File: config.mk
export PLATFORM = sky130hd
export DESIGN_NAME = nov_pulse_gen
export DESIGN_NICKNAME = d
export VERILOG_FILES = /design/src/rtl/nov_pkg.sv /design/src/rtl/nov_regs.sv /design/src/rtl/nov_timer.sv /design/src/rtl/nov_group.sv /design/src/rtl/nov_pulse_gen.sv
export SDC_FILE = /design/constraint.sdc
export NUM_CORES = 1
export LEC_CHECK = 0
export BUFFER_PORTS_ARGS = -buffer_cell sky130_fd_sc_hd__buf_2
export CORE_MARGIN = 2
export CORE_UTILIZATION = 40
export DETAILED_ROUTE_END_ITERATION = 6
export SYNTH_ARGS = -nofsm -noshare
export SYNTH_HDL_FRONTEND = slang
export SYNTH_SLANG_ARGS = --single-unit
File: constraint.sdc
create_clock -name clk_i -period 2.85 [get_ports clk_i]
set_input_delay 0.57 -clock clk_i [delete_from_list [all_inputs] [get_ports clk_i]]
set_output_delay 0.57 -clock clk_i [all_outputs]
set_load 0.02 [all_outputs]
File: src/rtl/nov_pkg.sv
package nov_pkg;
  typedef enum logic [2:0] {
    ADDR_PERIOD = 3'd0,
    ADDR_DELAY  = 3'd1,
    ADDR_NEXT   = 3'd2,
    ADDR_OE     = 3'd3,
    ADDR_CTRL   = 3'd4,
    ADDR_STAT   = 3'd5
  } reg_addr_e;

  localparam int unsigned CTRL_RUN     = 0;
  localparam int unsigned CTRL_REQ_EN  = 1;
  localparam int unsigned CTRL_NOV_LSB = 2;
  localparam int unsigned STAT_CLR     = 0;
endpackage

File: src/rtl/nov_regs.sv
module nov_regs
  import nov_pkg::*;
#(
  parameter int unsigned CNT_W = 16,
  parameter int unsigned PAT_W = 8,
  parameter int unsigned N_GRP = 2
) (
  input  logic             clk_i,
  input  logic             rst_ni,
  input  logic             wr_en_i,
  input  logic [2:0]       wr_addr_i,
  input  logic [CNT_W-1:0] wr_data_i,
  input  logic             match_a_i,
  output logic [CNT_W-1:0] period_o,
  output logic [CNT_W-1:0] delay_o,
  output logic [PAT_W-1:0] next_o,
  output logic [PAT_W-1:0] oe_o,
  output logic [N_GRP-1:0] nov_en_o,
  output logic             run_o,
  output logic             req_o,
  output logic             flag_o
);
  logic [CNT_W-1:0] period_q, delay_q;
  logic [PAT_W-1:0] next_q, oe_q;
  logic [N_GRP-1:0] nov_q;
  logic             run_q, req_en_q, flag_q, req_q;
  logic             clr_flag;

  assign clr_flag = wr_en_i && (wr_addr_i == ADDR_STAT) && wr_data_i[STAT_CLR];

  always_ff @(posedge clk_i or negedge rst_ni) begin
    if (!rst_ni) begin
      period_q <= '0;
      delay_q  <= '0;
      next_q   <= '0;
      oe_q     <= '0;
      nov_q    <= '0;
      run_q    <= 1'b0;
      req_en_q <= 1'b0;
    end else if (wr_en_i) begin
      unique case (wr_addr_i)
        ADDR_PERIOD: period_q <= wr_data_i;
        ADDR_DELAY:  delay_q  <= wr_data_i;
        ADDR_NEXT:   next_q   <= wr_data_i[PAT_W-1:0];
        ADDR_OE:     oe_q     <= wr_data_i[PAT_W-1:0];
        ADDR_CTRL: begin
          run_q    <= wr_data_i[CTRL_RUN];
          req_en_q <= wr_data_i[CTRL_REQ_EN];
          nov_q    <= wr_data_i[CTRL_NOV_LSB +: N_GRP];
        end
        default: ;
      endcase
    end
  end

  // set beats clear
  always_ff @(posedge clk_i or negedge rst_ni) begin
    if (!rst_ni) begin
      flag_q <= 1'b0;
      req_q  <= 1'b0;
    end else begin
      req_q <= match_a_i && req_en_q;
      if (match_a_i)     flag_q <= 1'b1;
      else if (clr_flag) flag_q <= 1'b0;
    end
  end

  assign period_o = period_q;
  assign delay_o  = delay_q;
  assign next_o   = next_q;
  assign oe_o     = oe_q;
  assign nov_en_o = nov_q;
  assign run_o    = run_q;
  assign req_o    = req_q;
  assign flag_o   = flag_q;

  assert_flag_set_R7: assert property (@(posedge clk_i) disable iff (!rst_ni)
    $past(match_a_i) |-> flag_q);
  assert_req_pulse_R8: assert property (@(posedge clk_i) disable iff (!rst_ni)
    req_q |=> !req_q);
  assert_req_source_R8: assert property (@(posedge clk_i) disable iff (!rst_ni)
    req_q |-> $past(match_a_i) && $past(req_en_q));
endmodule

File: src/rtl/nov_timer.sv
module nov_timer #(
  parameter int unsigned CNT_W = 16
) (
  input  logic             clk_i,
  input  logic             rst_ni,
  input  logic             run_i,
  input  logic [CNT_W-1:0] period_i,
  input  logic [CNT_W-1:0] delay_i,
  output logic [CNT_W-1:0] cnt_o,
  output logic             match_a_o,
  output logic             match_b_o
);
  logic [CNT_W-1:0] cnt_q;
  logic             delay_legal;

  assign delay_legal = delay_i < period_i;
  assign match_b_o   = run_i && (cnt_q >= period_i);
  assign match_a_o   = run_i && delay_legal && (cnt_q == delay_i);

  always_ff @(posedge clk_i or negedge rst_ni) begin
    if (!rst_ni)        cnt_q <= '0;
    else if (match_b_o) cnt_q <= '0;
    else if (run_i)     cnt_q <= cnt_q + CNT_W'(1);
  end

  assign cnt_o = cnt_q;

  assert_wrap_R1: assert property (@(posedge clk_i) disable iff (!rst_ni)
    $past(match_b_o) |-> cnt_q == '0);
  assert_step_R1: assert property (@(posedge clk_i) disable iff (!rst_ni)
    $past(run_i) && !$past(match_b_o) |-> cnt_q == $past(cnt_q) + CNT_W'(1));
  assert_match_excl_R9: assert property (@(posedge clk_i) disable iff (!rst_ni)
    !(match_a_o && match_b_o));
endmodule

File: src/rtl/nov_group.sv
module nov_group #(
  parameter int unsigned GRP_W = 4
) (
  input  logic             clk_i,
  input  logic             rst_ni,
  input  logic             match_a_i,
  input  logic             match_b_i,
  input  logic             nov_en_i,
  input  logic [GRP_W-1:0] next_i,
  input  logic [GRP_W-1:0] oe_i,
  output logic [GRP_W-1:0] pat_o
);
  logic [GRP_W-1:0] pat_q, pat_d, fall_m, rise_m;

  assign fall_m = oe_i & pat_q & ~next_i;
  assign rise_m = oe_i & ~pat_q & next_i;

  always_comb begin
    pat_d = pat_q;
    if (match_b_i) begin
      pat_d = pat_q & ~fall_m;
      if (!nov_en_i) pat_d = pat_d | rise_m;
    end else if (match_a_i && nov_en_i) begin
      pat_d = pat_q | rise_m;
    end
  end

  always_ff @(posedge clk_i or negedge rst_ni) begin
    if (!rst_ni) pat_q <= '0;
    else         pat_q <= pat_d;
  end

  assign pat_o = pat_q;

  for (genvar b = 0; b < GRP_W; b++) begin : g_bit_chk
    assert_fall_on_b_R3: assert property (@(posedge clk_i) disable iff (!rst_ni)
      $fell(pat_q[b]) |-> $past(match_b_i));
    assert_rise_src_R4: assert property (@(posedge clk_i) disable iff (!rst_ni)
      $rose(pat_q[b]) |-> ($past(match_a_i) && $past(nov_en_i)) ||
                          ($past(match_b_i) && !$past(nov_en_i)));
    assert_hold_masked_R6: assert property (@(posedge clk_i) disable iff (!rst_ni)
      !$past(oe_i[b]) |-> $stable(pat_q[b]));
  end
endmodule

File: src/rtl/nov_pulse_gen.sv
module nov_pulse_gen #(
  parameter int unsigned CNT_W = 16,
  parameter int unsigned GRP_W = 4,
  parameter int unsigned N_GRP = 2
) (
  input  logic                     clk_i,
  input  logic                     rst_ni,
  input  logic                     wr_en_i,
  input  logic [2:0]               wr_addr_i,
  input  logic [CNT_W-1:0]         wr_data_i,
  output logic [GRP_W*N_GRP-1:0]   pat_o,
  output logic                     req_o,
  output logic                     flag_o,
  output logic [CNT_W-1:0]         cnt_o
);
  localparam int unsigned PAT_W = GRP_W * N_GRP;

  logic [CNT_W-1:0] period, delay;
  logic [PAT_W-1:0] next_pat, oe;
  logic [N_GRP-1:0] nov_en;
  logic             run, match_a, match_b;

  nov_regs #(.CNT_W(CNT_W), .PAT_W(PAT_W), .N_GRP(N_GRP)) regs_i (
    .clk_i, .rst_ni, .wr_en_i, .wr_addr_i, .wr_data_i,
    .match_a_i (match_a),
    .period_o  (period),
    .delay_o   (delay),
    .next_o    (next_pat),
    .oe_o      (oe),
    .nov_en_o  (nov_en),
    .run_o     (run),
    .req_o     (req_o),
    .flag_o    (flag_o)
  );

  nov_timer #(.CNT_W(CNT_W)) timer_i (
    .clk_i, .rst_ni,
    .run_i     (run),
    .period_i  (period),
    .delay_i   (delay),
    .cnt_o     (cnt_o),
    .match_a_o (match_a),
    .match_b_o (match_b)
  );

  for (genvar g = 0; g < N_GRP; g++) begin : g_grp
    nov_group #(.GRP_W(GRP_W)) grp_i (
      .clk_i, .rst_ni,
      .match_a_i (match_a),
      .match_b_i (match_b),
      .nov_en_i  (nov_en[g]),
      .next_i    (next_pat[g*GRP_W +: GRP_W]),
      .oe_i      (oe[g*GRP_W +: GRP_W]),
      .pat_o     (pat_o[g*GRP_W +: GRP_W])
    );
  end

  assert_req_on_rise_R8: assert property (@(posedge clk_i) disable iff (!rst_ni)
    req_o |-> cnt_o == delay + CNT_W'(1));
  assert_no_req_bad_delay_R9: assert property (@(posedge clk_i) disable iff (!rst_ni)
    $past(delay >= period) && $past(delay) == delay && $past(period) == period |-> !req_o);
endmodule

==> impl_metrics.csv <==
group,metric,value,unit
timing,relSlewSlack,33.5,%
power_and_ir_drop,pwr-share-clk,27.5,%
detailed_routing,vias,3125,
cts,htreeDepth,3,
cts,clkLatencyLatePin,0.35,ns
cts,clk_path_buf_depth,2,
synthesis,synth_seq_area_share,47.0,%
setup_path,cp-end-kind,"flip-flop",
power_and_ir_drop,pwr-share-seq,45.7,%
cts,postCtsHoldBufs,0,
floorplan,core_area,10200,um^2
cells_and_area,drive_gt1_share,27.3,%
detailed_routing,wire_per_inst,17.0,um
placement,place_congestion,0.821,
cts,post_cts_buffers,0,
power_and_ir_drop,power_frac_comb,26.8,%
timing,hold_viol,0,
setup_path,r2r_setup_slack,0.25,ns
floorplan,fp.dieW,106,um
setup_path,start_kind,"flip-flop",
cts,clock_sinks,78,
synthesis,netlist-cell-type-count,49,
timing,layout_worst_path_cycle_share,91.3,%
synthesis,syn_inst,382,
global_route,antenna_found_initial,0,
timing,grt_setup_unrepaired,"false",
synthesis,ys_ff_latch,78,
synthesis,synth_warnings,0,
cells_and_area,area_growth,15.6,%
floorplan,initial_core_util,40.8,%
cts,cts_buffers,9,
synthesis,async_flop_share,100,%
power_and_ir_drop,power.density,688,nW/um^2
detailed_routing,antenna_left,0,
min_path,hold_class,"in2async",
detailed_routing,drt_iter0_drc,136,
synthesis,synth_edf_count,0,
timing,setup_violations,0,
setup_path,path_class,"reg2reg",
detailed_routing,drt_pass1_iterations,5,
timing,setup_slack,0.249,ns
timing,slew_viol_final,0,
power_and_ir_drop,power_leakage,2.28,nW
timing,period_needed,2.60,ns
cells_and_area,antennaDiodeCount,0,
cts,cts_tree,"yes",
detailed_routing,drc,0,
global_route,grt_max_degree,79,
global_route,grt_usage,18.7,%
outcome,status,"finished, final reports clean",
power_and_ir_drop,power.internal,2.19,mW
power_and_ir_drop,max-vdd-ir-drop,0.249,mV
detailed_routing,detail_route.vias_per_cell,5.39,
timing,worst_pin_slew,0.998,ns
cts,post_cts_resized,0,
global_route,grt_overflow_total,0,
placement,post-dp-hpwl,7.20,mm
power_and_ir_drop,power_switching,1.11,mW
floorplan,ios,48,
cts,clk_pin_slew,0.08,ns
setup_path,crit_required,3.13,ns
floorplan,fp.dieArea,11200,um^2
cts,cts_root_buffer,"clkbuf_8",
synthesis,avgSynthCellArea,10.9,um^2
setup_path,arrival,2.88,ns
power_and_ir_drop,switching_share,33.6,%
timing,skew,0.00821,ns
floorplan,num_rows,37,
synthesis,synth_area,4160,um^2
cells_and_area,nets,494,
global_route,grt_pass1_vias,3138,
detailed_routing,totalWireLength,9.86,mm
timing,fmaxAchievable,0.384,GHz
floorplan,dieHeight,106,um
setup_path,path_max_fanout,9,
timing,finalSetupTns,0,ns
placement,port_buffers,47,
global_route,grt_first_pass_wirelength,16.2,mm
synthesis,synth_nets,436,
placement,pre_cts_ws,0.256,ns
synthesis,synth_ff_type,"dfrtp_1",
job,cap_viol_max_count,0,
-- stage by stage --
step / cells / util, % / hold slack, ns / cell area [um^2] / total power [mW]
final: 580 / 47.2 / 0.377 / 4800 / 3.30
after global routing: 580 / 47.2 / 0.441 / 4800 / 3.52
after CTS: 580 / 47.2 / 0.421 / 4800 / 3.33
after detailed placement: 565 / 45.1 / 0.500 / 4590 / 2.42
after global placement: 565 / 45.1 / 0.485 / 4590 / 2.38
after floorplan: 382 / - / 0.274 / 4160 / 2.11
-- routing by layer --
| layer | up-vias | wire length [um] | GRT usage [%] |
|---|---|---|---|
| li1 | 1497 | - | - |
| met1 | 1558 | 4700 | 25.2 |
| met2 | 57 | 4760 | 30.5 |
| met3 | 13 | 223 | 2.94 |
| met4 | 0 | 172 | 7.05 |
| met5 | - | 0 | 0 |
-- cell families after synthesis --
| logic type | Yosys count | synth area share, % |
|---|---|---|
| multiplexers | 36 | 9.75 |
| flip-flops | 78 | 47.0 |
| adder cells (fa/ha/maj) | 32 | 9.63 |
| AND/OR/NAND/NOR | 103 | 12.6 |
| buffers and inverters | 33 | 2.98 |
| AO/OA/AOI/OAI | 74 | 12.6 |
| XOR/XNOR | 26 | 5.48 |
-- final timing paths --
check,startpoint,to,cells after the start
max reg2reg,timer_i.cnt_o[6]$_DFFE_PN0P_,flip-flop,7
min in group clk_i,wr_data_i[11],regs_i.period_o[11]$_DFFE_PN0P_,3
min,rst_ni,timer_i.cnt_o[13]$_DFFE_PN0P_,1
min reg2reg,flip-flop,flip-flop,2
max in group asynchronous,rst_ni,asynchronous set/reset pin,1
max,timer_i.cnt_o[6]$_DFFE_PN0P_,flip-flop,7
-- critical path: stages, from the launching register on --
cell,delay (ns)
dfrtp_1,0.49
ha_1,0.36
and3_4,0.18
o311a_1,0.34
o21a_2,0.26
o31ai_4,0.46
a41oi_2,0.25
o21ai_1,0.19
-- cells in the mapped netlist, drive strengths merged (3+ instances only) --
master / number / share of area [%]
a21oi: 5 / 0.60
and3: 6 / 1.0
and4: 3 / 0.69
clkbuf: 6 / 0.54
dfrtp: 78 / 47
ha: 32 / 9.6
inv: 27 / 2.4
mux2: 36 / 9.8
nand2: 40 / 3.6
nand3: 10 / 1.2
nand4: 10 / 1.5
nor2: 17 / 1.6
nor3: 4 / 0.48
nor4: 4 / 0.96
o21ai: 34 / 4.1
o31ai: 11 / 2.4
o41ai: 4 / 0.84
xnor2: 8 / 1.7
xor2: 18 / 3.8
-- power by group through the flow --
stage	sequential (mW)	clock [mW]	combinational [mW]
global route	1.54	0.976	1.00
finish	1.51	0.907	0.885
floorplan	1.53	0	0.579
CTS	1.51	0.929	0.891
detailed placement	1.53	0	0.885
global placement	1.52	0	0.857
-- final cells by class --
| class | count | area, um^2 |
|---|---|---|
| clock inverter | 6 | 87.6 |
| tap | 136 | 170 |
| inverter | 27 | 101 |
| sequential | 78 | 1950 |
| clock buffer | 9 | 124 |
| multi-input combinational | 271 | 2090 |
| fill | 972 | 5380 |
| timing repair buffer | 53 | 283 |
-- cells in the final DEF (no fill, tap or decap), types with 3 or more instances in the layout --
cell type and count:
buf_2 46, ha_1 32, o31ai_1 9, nand2_1 40, nand4_1 10, o21ai_1 8
inv_1 26, and3_1 5, buf_4 7, nand3_1 10, xor2_1 18, o41ai_1 4
mux2_2 36, xnor2_1 8, nor3_1 4, dfrtp_1 78, o21ai_0 26, a21oi_1 5
nor2_1 16, clkbuf_8 9, nor4_1 3
Power figures use the tool's default switching activity.
